==> config.mk <==
export PLATFORM = sky130hd
export DESIGN_NAME = pll_cfg_loader
export DESIGN_NICKNAME = d
export VERILOG_FILES = /design/src/rtl/pll_cfg_pkg.sv /design/src/rtl/pcl_sync.sv /design/src/rtl/pcl_edge.sv /design/src/rtl/pcl_shifter.sv /design/src/rtl/pcl_cfg_regs.sv /design/src/rtl/pcl_test_mux.sv /design/src/rtl/pll_cfg_loader.sv
export SDC_FILE = /design/constraint.sdc
export NUM_CORES = 1
export LEC_CHECK = 0
export ABC_AREA = 0
export CORE_ASPECT_RATIO = 0.5
export CORE_UTILIZATION = 48
export DETAILED_ROUTE_END_ITERATION = 7
export PLACE_DENSITY_LB_ADDON = 0.25
export SLEW_MARGIN = 5
export SYNTH_ARGS = -nofsm -noshare
export SYNTH_HDL_FRONTEND = slang
export SYNTH_SLANG_ARGS = --single-unit
==> constraint.sdc <==
create_clock -name clk -period 1.76 [get_ports clk]
set_clock_uncertainty 0.2 [all_clocks]
set_input_delay 0.528 -clock clk [delete_from_list [all_inputs] [get_ports clk]]
set_output_delay 0.528 -clock clk [all_outputs]
set_load 0.005 [all_outputs]
==> src/rtl/pll_cfg_pkg.sv <==
package pll_cfg_pkg;
  localparam int M_W     = 7;
  localparam int N_W     = 2;
  localparam int T_W     = 3;
  localparam int FRAME_W = T_W + N_W + M_W;
  localparam int N_LSB   = M_W;
  localparam int T_LSB   = M_W + N_W;

  typedef enum logic [T_W-1:0] {
    TSEL_SHIFT  = 3'b000,
    TSEL_REF    = 3'b001,
    TSEL_FB     = 3'b010,
    TSEL_OUTDIV = 3'b011
  } tsel_e;

  typedef struct packed {
    logic [M_W-1:0] m;
    logic [N_W-1:0] n;
    logic [T_W-1:0] t;
  } cfg_t;

  localparam cfg_t CFG_RESET = '{m: '1, n: '1, t: '0};
endpackage

==> src/rtl/pcl_sync.sv <==
module pcl_sync #(
  parameter int STAGES = 2
) (
  input  logic clk,
  input  logic rst_n,
  input  logic async_i,
  output logic level_o
);
  logic [STAGES-1:0] chain_q;
  logic [STAGES-1:0] chain_d;

  generate
    if (STAGES == 1) begin : g_one
      always_comb chain_d = async_i;
    end else begin : g_many
      always_comb chain_d = {chain_q[STAGES-2:0], async_i};
    end
  endgenerate

  always_ff @(posedge clk or negedge rst_n) begin
    if (!rst_n) chain_q <= '0;
    else        chain_q <= chain_d;
  end

  assign level_o = chain_q[STAGES-1];
endmodule

==> src/rtl/pcl_edge.sv <==
module pcl_edge #(
  parameter int STAGES      = 2,
  parameter bit DETECT_RISE = 1'b1
) (
  input  logic clk,
  input  logic rst_n,
  input  logic async_i,
  output logic level_o,
  output logic pulse_o
);
  logic lvl;
  logic hist_q;

  pcl_sync #(.STAGES(STAGES)) u_sync (
    .clk     (clk),
    .rst_n   (rst_n),
    .async_i (async_i),
    .level_o (lvl)
  );

  always_ff @(posedge clk or negedge rst_n) begin
    if (!rst_n) hist_q <= 1'b0;
    else        hist_q <= lvl;
  end

  generate
    if (DETECT_RISE) begin : g_rise
      assign pulse_o = lvl & ~hist_q;
    end else begin : g_fall
      assign pulse_o = ~lvl & hist_q;
    end
  endgenerate

  assign level_o = lvl;

  // each detected edge is a single-cycle pulse
  assert_single_pulse_R10: assert property (@(posedge clk) disable iff (!rst_n)
    pulse_o |=> !pulse_o);
  // the pulse agrees with the level it was detected on
  assert_pulse_level_R10: assert property (@(posedge clk) disable iff (!rst_n)
    pulse_o |-> (level_o == DETECT_RISE));
endmodule

==> src/rtl/pcl_shifter.sv <==
module pcl_shifter #(
  parameter int W = 12
) (
  input  logic         clk,
  input  logic         rst_n,
  input  logic         shift_en,
  input  logic         din,
  output logic [W-1:0] q
);
  logic [W-1:0] sh_q;
  logic [W-1:0] sh_d;

  always_comb begin
    sh_d = sh_q;
    if (shift_en) sh_d = {sh_q[W-2:0], din};
  end

  always_ff @(posedge clk or negedge rst_n) begin
    if (!rst_n) sh_q <= '0;
    else        sh_q <= sh_d;
  end

  assign q = sh_q;

  // without a serial clock rising edge the register holds
  assert_hold_noclk_R4: assert property (@(posedge clk) disable iff (!rst_n)
    !shift_en |=> $stable(q));
  // a shift moves the old bits up by one position
  assert_shift_up_R4: assert property (@(posedge clk) disable iff (!rst_n)
    shift_en |=> (q[W-1:1] == $past(q[W-2:0])));
endmodule

==> src/rtl/pcl_cfg_regs.sv <==
module pcl_cfg_regs
  import pll_cfg_pkg::*;
(
  input  logic               clk,
  input  logic               rst_n,
  input  logic               par_fire,
  input  logic               par_level,
  input  logic               ser_fire,
  input  logic [M_W-1:0]     par_m,
  input  logic [N_W-1:0]     par_n,
  input  logic [FRAME_W-1:0] frame,
  output cfg_t               cfg_o
);
  cfg_t cfg_q;
  cfg_t cfg_d;
  logic ser_take;
  logic cfg_en;

  assign ser_take = ser_fire & par_level & ~par_fire;
  assign cfg_en   = par_fire | ser_take;

  always_comb begin
    cfg_d = cfg_q;
    if (par_fire) begin
      cfg_d.m = par_m;
      cfg_d.n = par_n;
    end else if (ser_take) begin
      cfg_d.m = frame[M_W-1:0];
      cfg_d.n = frame[N_LSB +: N_W];
      cfg_d.t = frame[T_LSB +: T_W];
    end
  end

  always_ff @(posedge clk or negedge rst_n) begin
    if (!rst_n)      cfg_q <= CFG_RESET;
    else if (cfg_en) cfg_q <= cfg_d;
  end

  assign cfg_o = cfg_q;

  // a parallel capture loads M and N and keeps T
  assert_par_capture_R2: assert property (@(posedge clk) disable iff (!rst_n)
    par_fire |=> (cfg_o.m == $past(par_m)) && (cfg_o.n == $past(par_n))
                 && (cfg_o.t == $past(cfg_o.t)));
  // a serial commit with the parallel strobe high takes the frame
  assert_ser_commit_R5: assert property (@(posedge clk) disable iff (!rst_n)
    (ser_fire && par_level && !par_fire) |=> (cfg_o == {$past(frame[M_W-1:0]),
      $past(frame[N_LSB +: N_W]), $past(frame[T_LSB +: T_W])}));
  // a serial commit with the parallel strobe low changes nothing
  assert_ser_ignored_R7: assert property (@(posedge clk) disable iff (!rst_n)
    (ser_fire && !par_level && !par_fire) |=> $stable(cfg_o));
  // without a load event the configuration holds
  assert_cfg_hold_R3: assert property (@(posedge clk) disable iff (!rst_n)
    (!par_fire && !ser_fire) |=> $stable(cfg_o));
  // a collision keeps T, i.e. the parallel path wins
  assert_par_priority_R8: assert property (@(posedge clk) disable iff (!rst_n)
    (par_fire && ser_fire) |=> (cfg_o.t == $past(cfg_o.t)));
endmodule

==> src/rtl/pcl_test_mux.sv <==
module pcl_test_mux
  import pll_cfg_pkg::*;
(
  input  logic [T_W-1:0] tsel_i,
  input  logic           shift_out_i,
  input  logic           ref_i,
  input  logic           fb_i,
  input  logic           od_i,
  output logic           test_o
);
  always_comb begin
    case (tsel_e'(tsel_i))
      TSEL_SHIFT:  test_o = shift_out_i;
      TSEL_REF:    test_o = ref_i;
      TSEL_FB:     test_o = fb_i;
      TSEL_OUTDIV: test_o = od_i;
      default:     test_o = 1'b0;
    endcase
  end
endmodule

==> src/rtl/pll_cfg_loader.sv <==
module pll_cfg_loader
  import pll_cfg_pkg::*;
#(
  parameter int SYNC_STAGES = 2
) (
  input  logic           clk,
  input  logic           rst_n,
  input  logic           par_load_i,
  input  logic [M_W-1:0] par_m_i,
  input  logic [N_W-1:0] par_n_i,
  input  logic           ser_clk_i,
  input  logic           ser_data_i,
  input  logic           ser_load_i,
  input  logic           ref_clk_i,
  input  logic           fb_div_i,
  input  logic           out_div_i,
  output logic [M_W-1:0] m_o,
  output logic [N_W-1:0] n_o,
  output logic [T_W-1:0] t_o,
  output logic           test_o
);
  logic [1:0]         rst_sync_q;
  logic               rst_n_s;
  logic               par_lvl;
  logic               par_rise;
  logic               sclk_lvl;
  logic               sclk_rise;
  logic               sld_lvl;
  logic               sld_fall;
  logic               sdata_s;
  logic [FRAME_W-1:0] frame;
  cfg_t               cfg;
  logic               unused_ok;

  always_ff @(posedge clk or negedge rst_n) begin
    if (!rst_n) rst_sync_q <= 2'b00;
    else        rst_sync_q <= {rst_sync_q[0], 1'b1};
  end
  assign rst_n_s = rst_sync_q[1];

  pcl_edge #(.STAGES(SYNC_STAGES), .DETECT_RISE(1'b1)) u_par_edge (
    .clk (clk), .rst_n (rst_n_s), .async_i (par_load_i),
    .level_o (par_lvl), .pulse_o (par_rise)
  );

  pcl_edge #(.STAGES(SYNC_STAGES), .DETECT_RISE(1'b1)) u_sclk_edge (
    .clk (clk), .rst_n (rst_n_s), .async_i (ser_clk_i),
    .level_o (sclk_lvl), .pulse_o (sclk_rise)
  );

  pcl_edge #(.STAGES(SYNC_STAGES), .DETECT_RISE(1'b0)) u_sld_edge (
    .clk (clk), .rst_n (rst_n_s), .async_i (ser_load_i),
    .level_o (sld_lvl), .pulse_o (sld_fall)
  );

  pcl_sync #(.STAGES(SYNC_STAGES)) u_sdata_sync (
    .clk (clk), .rst_n (rst_n_s), .async_i (ser_data_i), .level_o (sdata_s)
  );

  pcl_shifter #(.W(FRAME_W)) u_shifter (
    .clk (clk), .rst_n (rst_n_s), .shift_en (sclk_rise),
    .din (sdata_s), .q (frame)
  );

  pcl_cfg_regs u_cfg (
    .clk (clk), .rst_n (rst_n_s),
    .par_fire (par_rise), .par_level (par_lvl), .ser_fire (sld_fall),
    .par_m (par_m_i), .par_n (par_n_i), .frame (frame), .cfg_o (cfg)
  );

  pcl_test_mux u_tmux (
    .tsel_i (cfg.t), .shift_out_i (frame[FRAME_W-1]),
    .ref_i (ref_clk_i), .fb_i (fb_div_i), .od_i (out_div_i),
    .test_o (test_o)
  );

  assign m_o = cfg.m;
  assign n_o = cfg.n;
  assign t_o = cfg.t;

  assign unused_ok = &{1'b0, sclk_lvl, sld_lvl};

  // unassigned select codes drive a constant low
  assert_unused_codes_low_R9: assert property (@(posedge clk) disable iff (!rst_n_s)
    (t_o[T_W-1]) |-> !test_o);
  // right after reset the defaults are in place
  assert_reset_defaults_R1: assert property (@(posedge clk)
    !rst_n_s |=> (m_o == '1) && (n_o == '1) && (t_o == '0));
endmodule

After elaboration in Yosys (flattened, before gate mapping)
Cells that the tools add are included.
Storage, ports and cells
  register bits after elaboration: 37
  input port bits: 18
  output and inout port bits: 13
  logic and storage cells: 32
Cells by class
  equality and inequality tests: 3
  mux-type cells: 3
  bitwise operators: 10
  reduce and logical (&&, ||, !) cells: 4
Operators by type and width (count)
  $mux 12: 1
  $mux 9: 1
  $eq 3x2->1 const B: 2
  $and 1x1->1: 5
  $not 1->1: 4
  $pmux 1 s4: 1
  $eq 3x1->1 const B: 1
  $logic_not 3->1: 1
  $reduce_and 3->1: 1
  $reduce_and 2->1: 1
  $reduce_bool 2->1: 1
  $or 1x1->1: 1

Logic depth before layout (Yosys ltp)
Gate-level depths: netlist (run 1).
  depth after elaboration: 6
  gate-level depth with buffers: 4
  gate-level depth less buffers: 3

Modules after synthesis
Synthesis (run 1) repeated with hierarchy kept, for this count alone.
Unflattened totals
  cells, all modules: 103
  area total of the unflattened synthesis: 1540.2 um^2
Modules (own cells, without submodules)
  pcl_cfg_regs: times used 1, cells each 59, area an instance 649.4 um^2, seq. area each 311.5 um^2
  pcl_shifter: times used 1, cells each 25, area an instance 484.2 um^2, seq. area each 300.3 um^2
  pcl_sync: times used 4, cells each 2, area an instance 50.0 um^2, seq. area each 50.0 um^2
  pcl_edge: times used 3, cells each 2, area an instance 38.8 um^2, seq. area each 25.0 um^2
  pll_cfg_loader: times used 1, cells each 3, area an instance 53.8 um^2, seq. area each 50.0 um^2
  pcl_test_mux: times used 1, cells each 2, area an instance 36.3 um^2, seq. area each 0.0 um^2

Worst setup path before layout (run 1)
No wires, ideal clock.
  path kind: input to output
  start point: in out_div_i
  end point: out test_o
  arrival time: 1.103 ns
  data required time: 1.032 ns
  slack: -0.071 ns
  stages: 2
  path buffers: 0
  cells stage by stage: mux4_2 nor2b_1
Between the ends
  longest elaborated chain between the ends: 1
RTL lines
  from (decl): line pll_cfg_loader.sv:16  | input logic out_div_i,
  $pmux 1 s4: line pcl_test_mux.sv:12  | case (tsel_e'(tsel_i))
  to (decl): line pll_cfg_loader.sv:20  | output logic test_o
Every way passes these cells.

Worst setup path in the final report (run 1)
  start point: reg u_cfg.cfg_q (netlist bit u_cfg.cfg_o[1])
  end point: out test_o
Between the ends
  longest elaborated chain between the ends: 2
  elaborated cells on any way between the ends: 5
  classes of those cells: eq/ne (3); mux (1); reduce/logical (1)
RTL lines
  from (decl): line pcl_cfg_regs.sv:14  | cfg_t cfg_q;
  from (signal assigned): line pcl_cfg_regs.sv:36  | else if (cfg_en) cfg_q <= cfg_d;
  $eq 3x2->1 (tied with other cells): line pcl_test_mux.sv:12
  $pmux 1 s4 *: line pcl_test_mux.sv:12
Every way passes the cells marked *; elsewhere a longest branch is shown, timed or not.

==> results of run 1 <==
==> sequential cells by signal (all words and copies together) (netlist names) <==
| name | count |
|---|---|
| u_sld_edge.hist_q | 1 |
| u_sclk_edge.u_sync.chain_q | 2 |
| u_shifter.q | 12 |
| u_sclk_edge.hist_q | 1 |
| u_sld_edge.u_sync.chain_q | 2 |
| u_par_edge.u_sync.chain_q | 2 |
| u_par_edge.hist_q | 1 |
| u_sdata_sync.chain_q | 2 |
| u_cfg.cfg_o | 12 |
| rst_sync_q | 2 |
==> logic make-up (layout without fill, tap and decap cells) <==
family | count (synthesis) | after routing | share of synthesized area
compound gates | 19 | 19 | 0.0884
buf+inv | 12 | 55 | 0.0451
flops | 37 | 37 | 0.690
mux | 16 | 16 | 0.144
other cells | 1 | 1 | 0.00276
simple gates | 5 | 5 | 0.0304
==> what timing repair did <==
item,in CTS,in global routing
setup buffers,1,0
resized for setup,37,8
cloned,0,0
setup endpoints to repair,13,10
==> power by group through the flow <==
stage / clock network [mW] / logic, mW / registers (mW)
floorplan: 0 / 0.244 / 1.20
global placement: 0 / 0.522 / 1.21
detailed placement: 0 / 0.539 / 1.22
CTS: 0.591 / 0.507 / 1.20
global route: 0.632 / 0.526 / 1.23
finish: 0.575 / 0.479 / 1.20
==> path summary, 6_finish.rpt <==
path,from,endpoint,slack (ps),cells after the start
max reg2reg,u_par_edge.hist_q,u_cfg.cfg_o[6],200,3
min in group clk,u_sclk_edge.u_sync.chain_q[0],u_sclk_edge.u_sync.chain_q[1],150,0
min,rst_sync_q[1],u_shifter.q[3],4,1
max,u_cfg.cfg_o[1],test_o,-390,3
max in group asynchronous,rst_n,rst_sync_q[1],1040,1
min reg2reg,rst_sync_q[1],u_shifter.q[3],4,1
==> critical path: cells and delay by family, from the launching register on <==
family	cells	cell delay (ps)
multiplexers	1	510
AND/OR/NAND/NOR	1	130
buffers and inverters	1	110
flip-flops	1	370
==> metal layers <==
| metal | track usage | part of all wire | vias up |
|---|---|---|---|
| li1 | - | - | 396 |
| met1 | 0.229 | 0.47 | 397 |
| met2 | 0.296 | 0.46 | 24 |
| met3 | 0.100 | 0.062 | 4 |
| met4 | 0.0991 | 0.014 | 0 |
| met5 | 0 | 0 | - |
==> cell type report <==
| type | instances | area share |
|---|---|---|
| clock inverter | 3 | 0.00987 |
| clock buffer | 5 | 0.0388 |
| inverter | 9 | 0.0190 |
| sequential | 37 | 0.528 |
| multi-input combinational | 41 | 0.207 |
| tap | 37 | 0.0261 |
| timing repair buffer | 38 | 0.171 |
==> metrics by stage <==
| step | instance area [sq um] | cells | setup TNS, ps | hold slack [ps] |
|---|---|---|---|---|
| floorplan | 1370 | 90 | -66.1 | 32.4 |
| global placement | 1740 | 161 | -905 | 3.78 |
| detailed placement | 1740 | 161 | -967 | 9.44 |
| CTS | 1820 | 170 | -485 | 14.1 |
| global route | 1770 | 170 | -559 | 43.7 |
| finish | 1770 | 170 | -445 | 3.77 |
==> placed cells by master (no fill, tap or decap), types with 2 or more instances in the layout <==
| master | n |
|---|---|
| buf_2 | 4 |
| dfstp_2 | 9 |
| dlygate4sd2_1 | 2 |
| dfrtp_1 | 28 |
| clkdlybuf4s15_1 | 3 |
| buf_4 | 8 |
| clkdlybuf4s50_1 | 14 |
| o21ai_0 | 9 |
| a22oi_1 | 9 |
| inv_1 | 9 |
| clkbuf_8 | 5 |
| mux2_2 | 14 |
| clkinv_2 | 2 |
| clkbuf_2 | 7 |
==> flow_metrics.tcl, run 1 <==
set metrics [dict create \
    status "complete, but fails checks" \
    violations "negative setup slack" \
    syn_area_sq_mm 0.00136 \
    drt_iter0_drc 32 \
    cts_root_buffer "clkbuf_8" \
    routed_via_density 4.83 \
    firstDrtPassIters 4 \
    synth_cell_types 16 \
    diodes 0 \
    row_count 13 \
    gp_congestion 0.687 \
    drive_above_1_share 0.414 \
    tightestPinTransition_ps 709 \
    htreeDepth 2 \
    setup_ws_ps -394 \
    drc 0 \
    clk_path_buf_depth 2 \
    fillCellCount 204 \
    syn_avg_cell_area_sq_um 15.1 \
    grt_max_degree 21 \
    hold_violations 0 \
    slowest_stage "mux4_2" \
    powerDensity_mw_per_mm2 1270 \
    synth.most_common_cell "dfrtp_1" \
    p_seq_frac 0.532 \
    grt-ovfl-total 0 \
    detail_route.wl_per_cell_um 14.3 \
    path_cells "mux4_2 > nor2b_4 > buf_2" \
    path_class "flip-flop to output pin" \
    final_nets 150 \
    synth_nets 108 \
    p_leak_nw 0.801 \
    die_w_um 77.2 \
    synth.area.top_cells "dfrtp_1 52%, dfstp_2 17%, mux2_2 12%" \
    core_sq_mm 0.00264 \
    finalSetupViolCount 2 \
    synth_edf_count 0 \
    hpwl_mm 1.66 \
    drt-total-wl_mm 2.43 \
    synth_top_area_frac 0.516 \
    die_y_um 39.6 \
    synth_common_cells "28 x dfrtp_1, 14 x mux2_2" \
    vias 821 \
    pre_cts_slack_ps -967 \
    num_io_pins 31 \
    io_buffers 30 \
    crit_arrival_ps 1430 \
    antenna_found_initial 0 \
    rsz0062_at_grt "true" \
    comb_power_share 0.213 \
    seq_area_frac_synth 0.690 \
    synth_top_area_cell "dfrtp_1" \
    yosys_warnings 0 \
    grtUsageTotal 0.194 \
    cts_buffers 5 \
    relSlewSlack 0.526 \
    grt_pass1_vias 784 \
    clock_latency_ps 290 \
    cts_sinks 37 \
    fin_crit_sh 1.22 \
    path_clk_slew_ps 70 \
    power_mw 2.25 \
    drv_slew 0 \
    max_stage_delay_ps 510 \
    ys_ff_latch 37 \
    cts_tree "done" \
    ff_latch_area_sq_um 937 \
    area_delta_synth_final_pct 30.6 \
    switching_share 0.263 \
    maxCapViolCount 0 \
    synth_ff_type "dfrtp_1" \
    multi_input_area_sq_um 368 \
    cp-end-kind "output pin" \
    required_ps 1030 \
    utilization 0.673 \
    fmax_mhz 464 \
    postRouteAntennaNets 0 \
    hold_path.class "flip-flop to asynchronous set/reset pin" \
    start_util 0.516 \
    pwr-share-clk 0.255 \
    net-switching-power_uw 591 \
    holdBufCountCts 0 \
    die-area_sq_mm 0.00306 \
    critPathMaxFanout 2 \
    finalCriticalPeriod_ps 2150 \
    ir_worst_vdd_uv 644 \
    grt_pass1_wl_mm 3.88 \
    internal_power_mw 1.66 \
    synthArstFlopShare 1.00 \
    cp-start-kind "flip-flop" \
    synthCells 90 \
]
No activity file was read; power rests on OpenSTA's default activity.
==> run 2, diff against run 1 <==
CORE_UTILIZATION = 52   (was 48)
CTS_CLUSTER_SIZE = 14   (was not set)
clock period = 2.8 ns   (was 1.76 ns; I/O delays follow)
==> run 2 against run 1 <==
Effect of this change: the run now ends clean; cell count fell by 5.3%; worst hold slack improved by 120 ps; critical endpoint unchanged; worst setup slack improved by 430 ps; critical path type is now primary input to output pin.
==> flow_metrics.tcl, run 2 (synthesis gave the netlist of run 1 again) <==
set metrics [dict create \
    status "completed" \
    clock_latency_ps 280 \
    hold_violations 0 \
    die_w_um 74.3 \
    htreeDepth 2 \
    cp-end-kind "output pin" \
    drv_slew 0 \
    firstDrtPassIters 3 \
    drive_above_1_share 0.278 \
    gp_congestion 0.682 \
    clk_path_buf_depth 2 \
    required_ps 1760 \
    finalCriticalPeriod_ps 2760 \
    die_y_um 38.1 \
    hpwl_mm 1.46 \
    cts_root_buffer "clkbuf_8" \
    final_nets 143 \
    whs_ps 120 \
    hold_path.class "flip-flop to asynchronous set/reset pin" \
    drc 0 \
    start_util 0.580 \
    ir_worst_vdd_uv 452 \
    finalSetupViolCount 0 \
    grt_pass1_vias 820 \
    cp-start-kind "primary input" \
    crit_arrival_ps 1720 \
    p_leak_nw 0.748 \
    finalNonFillerCells 161 \
    final_common_cell "dfrtp_1" \
    grt-ovfl-total 0 \
    utilization 0.755 \
    cts_buffers 5 \
    routed_via_density 4.91 \
    final_cell_mix "28 x dfrtp_1, 26 x clkdlybuf4s50_1, 14 x mux2_2" \
    maxCapViolCount 0 \
    placed_area_sq_mm 0.00168 \
    detail_route.wl_per_cell_um 12.9 \
    drt_iter0_drc 22 \
    cts_sinks 37 \
    powerDensity_mw_per_mm2 791 \
    fin_crit_sh 0.986 \
    rsz0062_at_grt "false" \
    relSlewSlack 0.481 \
    grt_pass1_wl_mm 3.68 \
    holdBufCountCts 0 \
    path_class "primary input to output pin" \
    area_delta_synth_final_pct 30.1 \
    cts_tree "done" \
    ff_latch_area_sq_um 937 \
    grtUsageTotal 0.194 \
    dp_cells 153 \
    multi_input_area_sq_um 360 \
    fmax_mhz 362 \
    power_mw 1.40 \
    postRouteAntennaNets 0 \
    fin_area_sq_mm 0.00177 \
    diodes 0 \
    setup_ws_ps 40.0 \
    drt-total-wl_mm 2.07 \
    tightestPinTransition_ps 778 \
    cts_resized 9 \
    die-area_sq_mm 0.00283 \
    num_io_pins 31 \
    antenna_found_initial 0 \
    io_buffers 30 \
    row_count 12 \
    vias 791 \
    cts_setup_buffers 0 \
    grt_max_degree 22 \
    critPathMaxFanout 1 \
    fillCellCount 164 \
    core_sq_mm 0.00234 \
    setup_tns_ps 0 \
    path_clk_slew_ps 70 \
    pre_cts_slack_ps -506 \
]
## run 2: cell types whose count changed in the layout (fill, tap and decap cells not counted), moves of 2 or more
| cell | previous run | this run |
|---|---|---|
| clkdlybuf4s50_1 | 14 | 26 |
| clkinv_2 | 2 | 0 |
| clkbuf_1 | 0 | 2 |
| buf_2 | 4 | 1 |
| buf_4 | 8 | 1 |
| dlygate4sd2_1 | 2 | 0 |
| clkbuf_2 | 7 | 0 |
## run 2: worst max-delay path, cell delays in order
cell and delay, ps:
clkdlybuf4s15_1 170, mux4_2 460, nor2b_1 140, buf_2 120
## run 2: power breakdown
group / internal (mW) / leakage [nW] / switching [mW]
clock network: 0.200 / 0.0455 / 0.171
registers: 0.672 / 0.431 / 0.0857
logic: 0.194 / 0.272 / 0.0756
total: 1.07 / 0.748 / 0.332
## run 2: path summary, 6_finish.rpt
path / startpoint / to / slack (ps) / cells past startpoint
max: out_div_i / test_o / 40 / 4
min: rst_sync_q[1] / u_sclk_edge.hist_q / 120 / 0
max reg2reg: u_sclk_edge.hist_q / u_shifter.q[11] / 1240 / 2
min reg2reg: rst_sync_q[1] / u_sclk_edge.hist_q / 120 / 0
max in group asynchronous: rst_sync_q[1] / u_cfg.cfg_o[3] / 1520 / 1
min in group clk: u_par_edge.u_sync.chain_q[0] / u_par_edge.u_sync.chain_q[1] / 150 / 0
## run 2: routing by layer
| metal | vias up | global-route usage | wire [um] |
|---|---|---|---|
| met1 | 386 | 0.250 | 986 |
| li1 | 378 | - | - |
| met2 | 22 | 0.293 | 924 |
| met4 | 0 | 0.0849 | 34 |
| met5 | - | 0 | 0 |
| met3 | 5 | 0.0789 | 124 |
## run 2: layout make-up
| cell class | count | area share |
|---|---|---|
| inverters | 9 | 0.0191 |
| well taps | 35 | 0.0248 |
| flip-flops and latches | 37 | 0.530 |
| clock buffers | 8 | 0.0510 |
| multi-input cells | 41 | 0.204 |
| repair buffers | 31 | 0.171 |
==> run 3, diff against run 2 <==
CTS_CLUSTER_DIAMETER = 150   (was not set)
PLACE_DENSITY = 0.87   (was not set)
PLACE_DENSITY_LB_ADDON = not set   (was 0.25)
==> run 3 against run 2 <==
Effect of this change: maximum frequency grew 0.11%; via count fell by 1.3%; die area stayed put; count of clock-buffer cells in the layout stayed put; routed wire length is 0.87% lower; power shrank 0.40%; final area unchanged; clock power down 2%; worst setup slack improved by 2.9 ps; global-route usage fell by 1.3 points; largest power group unchanged.
==> flow_metrics.tcl, run 3 (synthesis gave the netlist of run 1 again) <==
set metrics [dict create \
    row_count 12 \
    fillCellCount 166 \
    finalSetupViolCount 0 \
    diodes 0 \
    pwr-share-clk 0.261 \
    cp-start-kind "primary input" \
    drc 0 \
    use_met3 0.0868 \
    net-switching-power_uw 327 \
    routed_via_density 4.85 \
    ir_worst_vdd_uv 507 \
    cts_root_buffer "clkbuf_8" \
    setup_ws_ps 43.0 \
    die_w_um 74.3 \
    relSlewSlack 0.519 \
    fin_crit_sh 0.985 \
    drv_slew 0 \
    cp-end-kind "output pin" \
    required_ps 1760 \
    fin_area_sq_mm 0.00177 \
    switching_share 0.235 \
    hpwl_mm 1.46 \
    powerDensity_mw_per_mm2 788 \
    core_sq_mm 0.00234 \
    placed_area_sq_mm 0.00168 \
    die_y_um 38.1 \
    utilization 0.755 \
    drive_above_1_share 0.278 \
    comb_power_share 0.195 \
    final_cell_mix "28 x dfrtp_1, 26 x clkdlybuf4s50_1, 14 x mux2_2" \
    vias 781 \
    gp_congestion 0.646 \
    holdBufCountCts 0 \
    busiest_layer "met2" \
    fmax_mhz 363 \
    antenna_found_initial 0 \
    grt_pass1_wl_mm 3.36 \
    use_met2 0.275 \
    max_stage_delay_ps 450 \
    p_seq_frac 0.544 \
    slowest_stage "mux4_2" \
    htreeDepth 2 \
    drt_iter0_drc 37 \
    start_util 0.580 \
    hold_path.class "flip-flop to asynchronous set/reset pin" \
    io_buffers 30 \
    clk_path_buf_depth 2 \
    critPathMaxFanout 1 \
    final_nets 143 \
    critPathTopFamily "multiplexers" \
    grt_max_degree 20 \
    firstDrtPassIters 4 \
    pre_cts_slack_ps -534 \
    area_delta_synth_final_pct 30.1 \
    cts_setup_buffers 0 \
    crit_arrival_ps 1720 \
    grt-ovfl-total 0 \
    grtUsageTotal 0.181 \
    power_mw 1.39 \
    num_io_pins 31 \
    cts_tree "done" \
    path_class "primary input to output pin" \
    detail_route.wl_per_cell_um 12.7 \
    drt-total-wl_mm 2.05 \
    maxCapViolCount 0 \
    tightestPinTransition_ps 721 \
    cts_buffers 5 \
    postRouteAntennaNets 0 \
    path_clk_slew_ps 60 \
    final_common_cell "dfrtp_1" \
    worst-path-buf-inv 2 \
    use_met1 0.221 \
    worstSetupPathDepth 4 \
    finalCriticalPeriod_ps 2760 \
    p_leak_nw 0.748 \
    status "completed" \
    rsz0062_at_grt "false" \
    hold_violations 0 \
    cts_sinks 37 \
    grt_pass1_vias 761 \
    ff2ff_path_depth 2 \
    clock_latency_ps 280 \
    path_cells "clkdlybuf4s15_1 > mux4_2 > nor2b_1 > buf_2" \
    die-area_sq_mm 0.00283 \
    internal_power_mw 1.07 \
]
run 3: power by group through the flow:
stage	logic (mW)	clock network, mW	registers [mW]
2_1_floorplan	0.143	0	0.753
3_3_place_gp	0.278	0	0.763
3_5_place_dp	0.288	0	0.768
4_1_cts	0.276	0.374	0.759
5_1_grt	0.299	0.396	0.780
6_report	0.272	0.363	0.759
run 3: what timing repair did:
action,CTS,global route
setup endpoints to repair,1,1
gates resized for setup,8,2
pin swaps,0,0
run 3: area by class of cell:
cell class,instances,area (sq um),area share
Tap cell,35,43.8,0.0248
Inverter,9,33.8,0.0191
Timing Repair Buffer,31,303,0.171
Multi-Input combinational cell,41,360,0.204
Clock buffer,8,90.1,0.0510
Sequential cell,37,937,0.530
run 3: metal layers:
metal	routed length (um)	part of all wire
met1	1010	0.49
met2	921	0.45
met3	103	0.050
met4	18	0.0088
met5	0	0
run 3: worst paths after layout:
check	slack [ps]	endpoint	start
setup / recovery	40	test_o	out_div_i
hold / removal	100	u_par_edge.u_sync.chain_q[1]	rst_sync_q[1]
setup reg to reg	1200	u_shifter.q[4]	u_sclk_edge.u_sync.chain_q[1]
hold reg to reg	100	u_par_edge.u_sync.chain_q[1]	rst_sync_q[1]
max in group asynchronous	1530	u_cfg.cfg_o[5]	rst_sync_q[1]
min in group clk	150	u_par_edge.u_sync.chain_q[1]	u_par_edge.u_sync.chain_q[0]
run 3: through the flow:
| stage | setup TNS (ps) | hold slack, ps | cells |
|---|---|---|---|
| after detailed placement | -534 | 113 | 153 |
| final | 0 | 102 | 161 |
| after CTS | 0 | 120 | 161 |
| after floorplan | 0 | 131 | 90 |
| after global placement | -486 | 105 | 153 |
| after global routing | 0 | 153 | 161 |
